`config.mk`:
```
export PLATFORM = sky130hd
export DESIGN_NAME = daq_host_front
export DESIGN_NICKNAME = d
export VERILOG_FILES = /design/src/rtl/daq_front_pkg.sv /design/src/rtl/daq_seq_ctrl.sv /design/src/rtl/daq_result_path.sv /design/src/rtl/daq_host_front.sv
export SDC_FILE = /design/constraint.sdc
export NUM_CORES = 1
export LEC_CHECK = 0
export ABC_AREA = 1
export BUFFER_PORTS_ARGS = -buffer_cell sky130_fd_sc_hd__buf_2
export CORE_ASPECT_RATIO = 0.8
export CORE_MARGIN = 2
export CORE_UTILIZATION = 51
export CTS_CLUSTER_SIZE = 8
export DETAILED_ROUTE_END_ITERATION = 10
export MAX_ROUTING_LAYER = met4
export PLACE_DENSITY = 0.82
export SLEW_MARGIN = 40
export SYNTH_ARGS = -nofsm -noshare
export SYNTH_HDL_FRONTEND = slang
export SYNTH_SLANG_ARGS = --single-unit
```
`constraint.sdc`:
```
create_clock -name clk -period 1.8 [get_ports clk]
set_input_delay 0.09 -clock clk [delete_from_list [all_inputs] [get_ports clk]]
set_output_delay 0.09 -clock clk [all_outputs]
set_load 0.03 [all_outputs]
```
`src/rtl/daq_front_pkg.sv`:
```
package daq_front_pkg;
  localparam int MODE_HI_BIT = 7;
  localparam int MODE_LO_BIT = 6;
  localparam int ACQ_EXT_BIT = 5;
  localparam int RANGE_BIT   = 4;
  localparam int BIPOLAR_BIT = 3;

  typedef enum logic [1:0] {
    ST_IDLE,
    ST_ACQ_INT,
    ST_ACQ_EXT,
    ST_CONV
  } seqState_t;

  typedef struct packed {
    logic ctrlLoad;
    logic resultLoad;
  } seqStrobe_t;
endpackage

```
`src/rtl/daq_seq_ctrl.sv`:
```
module daq_seq_ctrl
  import daq_front_pkg::*;
#(
  parameter int DATA_W      = 8,
  parameter int CH_W        = 3,
  parameter int ACQ_CYCLES  = 6,
  parameter int CONV_CYCLES = 12
) (
  input  logic              clk,
  input  logic              rstN,
  input  logic              csN,
  input  logic              wrN,
  input  logic [DATA_W-1:0] busIn,
  input  logic [CH_W-1:0]   curChan,
  output seqStrobe_t        strobe,
  output logic              busyN,
  output logic              sampling,
  output logic              converting
);
  localparam int MAX_CYC = (ACQ_CYCLES > CONV_CYCLES) ? ACQ_CYCLES : CONV_CYCLES;
  localparam int CNT_W   = $clog2(MAX_CYC + 1);
  localparam logic [CNT_W-1:0] ACQ_LAST  = CNT_W'(ACQ_CYCLES - 1);
  localparam logic [CNT_W-1:0] CONV_LAST = CNT_W'(CONV_CYCLES - 1);

  seqState_t        state, stateNext;
  logic [CNT_W-1:0] cnt, cntNext;
  logic             wrPrev;
  logic             wrEvt;
  logic             newPd, newAcqExt, sameChan;

  assign wrEvt     = !csN && !wrN && wrPrev;
  assign newPd     = busIn[MODE_HI_BIT];
  assign newAcqExt = busIn[ACQ_EXT_BIT];
  assign sameChan  = (busIn[CH_W-1:0] == curChan);

  always_comb begin
    stateNext = state;
    cntNext   = cnt;
    strobe    = '0;
    strobe.ctrlLoad = wrEvt;
    if (wrEvt) begin
      cntNext = '0;
      if (newPd) begin
        stateNext = ST_IDLE;
      end else if (state == ST_ACQ_EXT && !newAcqExt && sameChan) begin
        stateNext = ST_CONV;
      end else begin
        stateNext = newAcqExt ? ST_ACQ_EXT : ST_ACQ_INT;
      end
    end else begin
      unique case (state)
        ST_ACQ_INT: begin
          if (cnt == ACQ_LAST) begin
            stateNext = ST_CONV;
            cntNext   = '0;
          end else begin
            cntNext = cnt + 1'b1;
          end
        end
        ST_CONV: begin
          if (cnt == CONV_LAST) begin
            stateNext         = ST_IDLE;
            cntNext           = '0;
            strobe.resultLoad = 1'b1;
          end else begin
            cntNext = cnt + 1'b1;
          end
        end
        default: ;
      endcase
    end
  end

  always_ff @(posedge clk or negedge rstN) begin
    if (!rstN) begin
      state  <= ST_IDLE;
      cnt    <= '0;
      wrPrev <= 1'b1;
    end else begin
      state  <= stateNext;
      cnt    <= cntNext;
      wrPrev <= wrN;
    end
  end

  assign sampling   = (state == ST_ACQ_INT) || (state == ST_ACQ_EXT);
  assign converting = (state == ST_CONV);
  assign busyN      = (state == ST_IDLE);
endmodule

```
`src/rtl/daq_result_path.sv`:
```
module daq_result_path
  import daq_front_pkg::*;
#(
  parameter int DATA_W = 8,
  parameter int RES_W  = 12,
  parameter int CH_W   = 3
) (
  input  logic              clk,
  input  logic              rstN,
  input  seqStrobe_t        strobe,
  input  logic [DATA_W-1:0] busIn,
  input  logic [RES_W-1:0]  rawResult,
  input  logic              csN,
  input  logic              rdN,
  input  logic              byteHiSel,
  output logic [DATA_W-1:0] busOut,
  output logic              busOe,
  output logic [CH_W-1:0]   chanSel,
  output logic              rangeWide,
  output logic              bipolarSel,
  output logic              standby,
  output logic              fullPd,
  output logic              intClk
);
  localparam int HI_W   = RES_W - DATA_W;
  localparam int FILL_W = DATA_W - HI_W;

  logic [DATA_W-1:0] ctrlReg;
  logic              intClkReg;
  logic [RES_W-1:0]  resultReg;
  logic              resBipolar;
  logic [FILL_W-1:0] fillBits;
  logic [HI_W-1:0]   hiRaw;

  always_ff @(posedge clk or negedge rstN) begin
    if (!rstN) begin
      ctrlReg   <= '0;
      intClkReg <= 1'b0;
    end else if (strobe.ctrlLoad) begin
      ctrlReg <= busIn;
      if (!busIn[MODE_HI_BIT]) intClkReg <= busIn[MODE_LO_BIT];
    end
  end

  always_ff @(posedge clk or negedge rstN) begin
    if (!rstN) begin
      resultReg  <= '0;
      resBipolar <= 1'b0;
    end else if (strobe.resultLoad) begin
      resultReg  <= rawResult;
      resBipolar <= ctrlReg[BIPOLAR_BIT];
    end
  end

  assign hiRaw = resultReg[RES_W-1:DATA_W];

  for (genvar i = 0; i < FILL_W; i++) begin : g_fill
    assign fillBits[i] = resBipolar & resultReg[RES_W-1];
  end

  assign busOe  = !csN && !rdN;
  assign busOut = byteHiSel ? {fillBits, hiRaw} : resultReg[DATA_W-1:0];

  assign chanSel    = ctrlReg[CH_W-1:0];
  assign bipolarSel = ctrlReg[BIPOLAR_BIT];
  assign rangeWide  = ctrlReg[RANGE_BIT];
  assign standby    = ctrlReg[MODE_HI_BIT] && !ctrlReg[MODE_LO_BIT];
  assign fullPd     = ctrlReg[MODE_HI_BIT] && ctrlReg[MODE_LO_BIT];
  assign intClk     = intClkReg;
endmodule

```
`src/rtl/daq_host_front.sv`:
```
module daq_host_front
  import daq_front_pkg::*;
#(
  parameter int DATA_W      = 8,
  parameter int RES_W       = 12,
  parameter int CH_W        = 3,
  parameter int ACQ_CYCLES  = 6,
  parameter int CONV_CYCLES = 12
) (
  input  logic              clk,
  input  logic              rstN,
  input  logic              csN,
  input  logic              wrN,
  input  logic              rdN,
  input  logic              byteHiSel,
  input  logic [DATA_W-1:0] busIn,
  output logic [DATA_W-1:0] busOut,
  output logic              busOe,
  input  logic [RES_W-1:0]  rawResult,
  output logic              busyN,
  output logic              sampling,
  output logic              converting,
  output logic [CH_W-1:0]   chanSel,
  output logic              rangeWide,
  output logic              bipolarSel,
  output logic              standby,
  output logic              fullPd,
  output logic              intClk
);
  seqStrobe_t strobe;

  daq_seq_ctrl #(
    .DATA_W(DATA_W), .CH_W(CH_W),
    .ACQ_CYCLES(ACQ_CYCLES), .CONV_CYCLES(CONV_CYCLES)
  ) ctrlPath (
    .clk(clk), .rstN(rstN), .csN(csN), .wrN(wrN), .busIn(busIn),
    .curChan(chanSel), .strobe(strobe), .busyN(busyN),
    .sampling(sampling), .converting(converting)
  );

  daq_result_path #(
    .DATA_W(DATA_W), .RES_W(RES_W), .CH_W(CH_W)
  ) dataPath (
    .clk(clk), .rstN(rstN), .strobe(strobe), .busIn(busIn),
    .rawResult(rawResult), .csN(csN), .rdN(rdN), .byteHiSel(byteHiSel),
    .busOut(busOut), .busOe(busOe), .chanSel(chanSel),
    .rangeWide(rangeWide), .bipolarSel(bipolarSel), .standby(standby),
    .fullPd(fullPd), .intClk(intClk)
  );
endmodule

```
Word level (Yosys, flattened, before mapping) --
Cells that the tools add are included.
Operators by class: multiplexer cells 15, add/sub/neg operators 1, equality and inequality tests 8, reduce and logical (&&, ||, !) cells 17, bitwise gates (word level) 2
Operators by type and width (number):
- $mux 2 | 6
- $mux 4 | 3
- $mux 8 | 1
- $pmux 4 s2 | 1
- $logic_and 1x1->1 | 7
- $ne 3x1->1 const B | 2
- $logic_not 1->1 | 5
- $add 4x1->4 const B | 1
- $eq 2x2->1 const B | 2
- $eq 4x3->1 const B | 1
- $eq 4x4->1 const B | 1
- $pmux 2 s2 | 1
- $eq 3x3->1 | 1
- $mux 1 | 3
- $reduce_and 3->1 | 1
- $reduce_bool 3->1 | 1
- $eq 2x1->1 const B | 1
- $logic_not 2->1 | 1
- $reduce_and 2->1 | 1
- $and 1x1->1 | 1
- $logic_or 1x1->1 | 1
- $not 1->1 | 1
Word-level totals: bits of input ports 26, bits in registers 29, output and inout port bits 20, word-level logic and storage cells 50

Depth between registers and ports, before layout --
depth in word-level cells 6, mapped depth 10, depth with buffers taken out 10

Modules after synthesis --
A second synthesis with hierarchy kept.
Second synthesis, totals: cells, all modules 190, area total of the unflattened synthesis 1522.7 um2
By module, submodules not included:
- daq_result_path | sequential area each 525.5 um2, instances 1, area each 924.6 um2, cells an instance 109
- daq_seq_ctrl | sequential area each 176.4 um2, instances 1, area each 598.1 um2, cells an instance 81

Least setup slack after synthesis --
Ideal clock, no wire load.
path type register -> register, from register ctrlPath.state[0], to register dataPath.resultReg[1], buffers on the path 1, data arrival time 1.377 ns, path slack 0.304 ns, required time 1.681 ns, period minus slack after synthesis 1.496 ns, setup time 0.119 ns, stages on the path, launching flop included 8, cell sequence dfrtp_1 ha_1 inv_2 nor2_4 nand2_4 buf_6 nor2_2 a21oi_2
Between the ends: longest elaborated chain between the ends 3
Ends and longest elaborated chain:
- start: declaration | line daq_seq_ctrl.sv:25 | seqState_t state, stateNext;
- start signal: assignment | line daq_seq_ctrl.sv:80 | state <= stateNext;
- $eq 2x2->1
- via converting | line daq_host_front.sv:22 | output logic converting,
- $mux 1 | line daq_seq_ctrl.sv:51 | unique case (state)
- $mux 1 | line daq_seq_ctrl.sv:41 | if (wrEvt) begin
- end signal: assignment | line daq_result_path.sv:50 | resultReg <= rawResult;
- end: declaration | line daq_result_path.sv:30 | logic [RES_W-1:0] resultReg;
The timed path passes the listed nets, and every way through them passes these cells. A chain may end at the register's enable or synchronous reset.

Final worst setup path --
from register ctrlPath.cnt[0], to register dataPath.resultReg[0]
Between the ends: longest elaborated chain between the ends 4
Ends and longest elaborated chain:
- start: declaration | line daq_seq_ctrl.sv:26 | logic [CNT_W-1:0] cnt, cntNext;
- start signal: assignment | line daq_seq_ctrl.sv:81 | cnt <= cntNext;
- $eq 4x4->1 | line daq_seq_ctrl.sv:61 | if (cnt == CONV_LAST) begin
- $mux 1 | line daq_seq_ctrl.sv:61
- $mux 1 | line daq_seq_ctrl.sv:51
- $mux 1 | line daq_seq_ctrl.sv:41
No other way between the ends.

==> summary.md <==
| Metric | Value |
|---|---|
| Status | `completed` |
| Count leader, synth | `nand2_1` |
| Clk buf depth | `2` |
| Top cells by count, synth | `nand2_1, dfrtp_1, inv_1` |
| Psw | `0.967 mW` |
| Hold Vio Cnt, Final | `0` |
| CTS tree | `yes` |
| Max-cap violations | `0` |
| # setup viols final | `0` |
| Final setup margin | `0.291 ns` |
| Synthesized cell area | `1530 um^2` |
| Iteration-0 DRC Markers | `72` |
| Multi-input logic area | `661 um^2` |
| Clk_lat worst skew | `0.28 ns` |
| #FFs+latches synth | `28` |
| Ant diodes | `0` |
| Sw Share | `40.4%` |
| Num Clock Sinks | `28` |
| CTS Buf Count | `3` |
| Core Area | `2810 um^2` |
| Fillers | `255` |
| CTS Root Buffer Type | `clkbuf_8` |
| Tightest Hold Check Type | `primary input to flop` |
| Final WL | `2750 um` |
| Port Buffers | `45` |
| Yosys top cell area share | `44.2%` |
| Starting Density | `54.5%` |
| Htree depth | `1` |
| Crit-path max FO | `21` |
| Fraction of registers with async set/reset | `100%` |
| Hold slack | `0.00839 ns` |
| Worst slew pin tran | `0.587 ns` |
| Wire per inst | `10.1 um` |
| Largest net degree at the start of global routing | `29` |
| Top FF cell, synth | `dfrtp_1` |
| Post-CTS setup buffer count | `0` |
| Synth Instances | `189` |
| Final setup skew | `0.00397 ns` |
| Layout Nets | `267` |
| Worst VDD drop | `0.679 mV` |
| Rel. slew slack | `60.8%` |
| Number of synthesized flops with an enable pin | `0` |
| Placer Congestion | `0.857` |
| Drt pass-1 iters | `4` |
| Critical path type | `flop to flop` |
| Slew Viols, Final | `0` |
| Logic pwr share | `42.0%` |
| RSZ-0062 raised after global routing | `no` |
| P_int | `1.43 mW` |
| Lkg Pwr | `1.04 nW` |
| Die Ht | `53.0 um` |
| Number of global-route vias before repair | `1,033` |
| Sequential Power Share | `37.5%` |
| Place WS | `0.311 ns` |
| Final HPWL DP | `2110 um` |
| Die area | `3450 um^2` |
| Worst-path clk slew | `0.09 ns` |
| Initial antenna violation count | `0` |
| Leading post-synthesis cells by cell area | `dfrtp_1, nand2_1, inv_1` |
| Final global-route overflow total | `0` |
| CP Data Required Time | `1.97 ns` |
| First-pass GRT wire length | `4530 um` |
| Total track usage | `18.1%` |
| Ys Warns | `0` |
| Clk pwr share | `20.5%` |
| Arr. time, crit path | `1.68 ns` |
| Synth area leader | `dfrtp_1` |
| DR vias/cell | `4.61` |
| Chip width | `65.2 um` |
| Syn_nets | `221` |
| Final min period | `1.51 ns` |
| CP Capture Type | `flop` |
| Unique masters post-synth | `24` |
| Share of cells above drive strength 1 | `31.6%` |
| CP Launch Type | `flop` |
| Vias | `1,253` |
| Final period utilization | `83.8%` |
| Post-synthesis average cell area | `8.09 um^2` |
| Row cnt | `17` |
| Register Area | `702 um^2` |
| Resize count post-CTS | `0` |
| Pwr Density | `1300 nW/um^2` |
| Post-synthesis sequential area ratio | `45.9%` |
| Setup TNS Final | `0 ns` |
| DRT antenna net count | `0` |
| # IOs | `46` |
| Number of remaining DRC errors | `0` |
| Fmax | `0.663 GHz` |
| Synth-to-Final Area Change | `20.7%` |
## kinds of logic (layout without fill, tap and decap cells)
kind of cell | Yosys count | after routing | synth area share, %
simple gates | 93 | 93 | 27.1
buf+inv | 35 | 80 | 10.9
flops | 28 | 28 | 45.9
compound gates | 26 | 26 | 10.6
fa+ha+maj | 6 | 6 | 4.91
xor+xnor | 1 | 1 | 0.573
## final cells by class
type                       count  area share, %
tap                           38           2.58
clock inverter                 1           1.63
multi-input combinational    126           35.8
sequential                    28           38.0
timing repair buffer          49           14.2
inverter                      27           5.49
clock buffer                   3           2.24
## sequential cells by signal (all words and copies together), names as in the netlist
signal and flops:
dataPath.resultReg 12, dataPath.ctrlReg 7, ctrlPath.cnt 4, ctrlPath.state 2, ctrlPath.wrPrev 1, dataPath.intClk 1, dataPath.resBipolar 1
## worst max-delay path: stages, from the launching register on
cell,delay [ns]
dfrtp_1,0.43
ha_1,0.23
nand3_2,0.13
nor2_4,0.18
nand2_4,0.21
nor2_1,0.18
a21oi_2,0.04
## per-stage QoR
stage | utilization [%] | instance area, um^2 | instances | total power [mW]
after global placement | 62.1 | 1740 | 265 | 1.89
after CTS | 65.7 | 1850 | 272 | 2.42
after detailed placement | 62.1 | 1740 | 265 | 1.92
after floorplan | - | 1530 | 189 | 1.69
after global routing | 65.7 | 1850 | 272 | 2.58
final | 65.7 | 1850 | 272 | 2.40
## metal layers
metal / track usage [%] / wire length (um)
met1: 24.9 / 1360
met3: 4.47 / 179
met4: 6.25 / 45
met2: 26.4 / 1160
met5: - / 0
## repair_timing
item | in CTS | in global routing
hold endpoints to repair | 29 | 0
endpoints found under the setup margin | 0 | 0
hold buffers | 3 | 0
## power by group through the flow
| stage | clock (mW) | sequential, mW | combinational (mW) |
|---|---|---|---|
| after global routing | 0.530 | 0.918 | 1.13 |
| after floorplan | 0 | 0.911 | 0.776 |
| after detailed placement | 0 | 0.910 | 1.01 |
| after CTS | 0.502 | 0.897 | 1.02 |
| final | 0.492 | 0.897 | 1.01 |
| after global placement | 0 | 0.901 | 0.993 |
## final timing paths
check | slack, ns | cells past startpoint | end | startpoint
worst min register to register | 0.48 | 2 | dataPath.resultReg[8] | dataPath.resultReg[8]
max in group asynchronous | 1.08 | 2 | dataPath.ctrlReg[4] | rstN
worst min-delay path | 0.008 | 3 | dataPath.ctrlReg[3] | busIn[3]
min in group asynchronous | 0.33 | 2 | dataPath.ctrlReg[1] | rstN
worst max-delay path | 0.29 | 6 | dataPath.resultReg[0] | ctrlPath.cnt[0]
worst max register to register | 0.29 | 6 | dataPath.resultReg[0] | ctrlPath.cnt[0]
## placed cells by master (no fill, tap or decap)
master         instances
nand2_1               59
buf_2                 45
dfrtp_1               27
inv_1                 25
o21ai_0               15
nand3_1               10
nor2_1                 9
nor2_2                 8
a21oi_2                8
ha_1                   6
clkbuf_8               3
dlygate4sd3_1          3
nand2_2                2
inv_2                  2
a21oi_1                2
nand3b_1               1
nand3_2                1
nor2_4                 1
nand2_4                1
and2_1                 1
o21a_1                 1
xor2_1                 1
bufinv_16              1
dfstp_2                1
buf_4                  1
(Power assumes the default switching activity.)
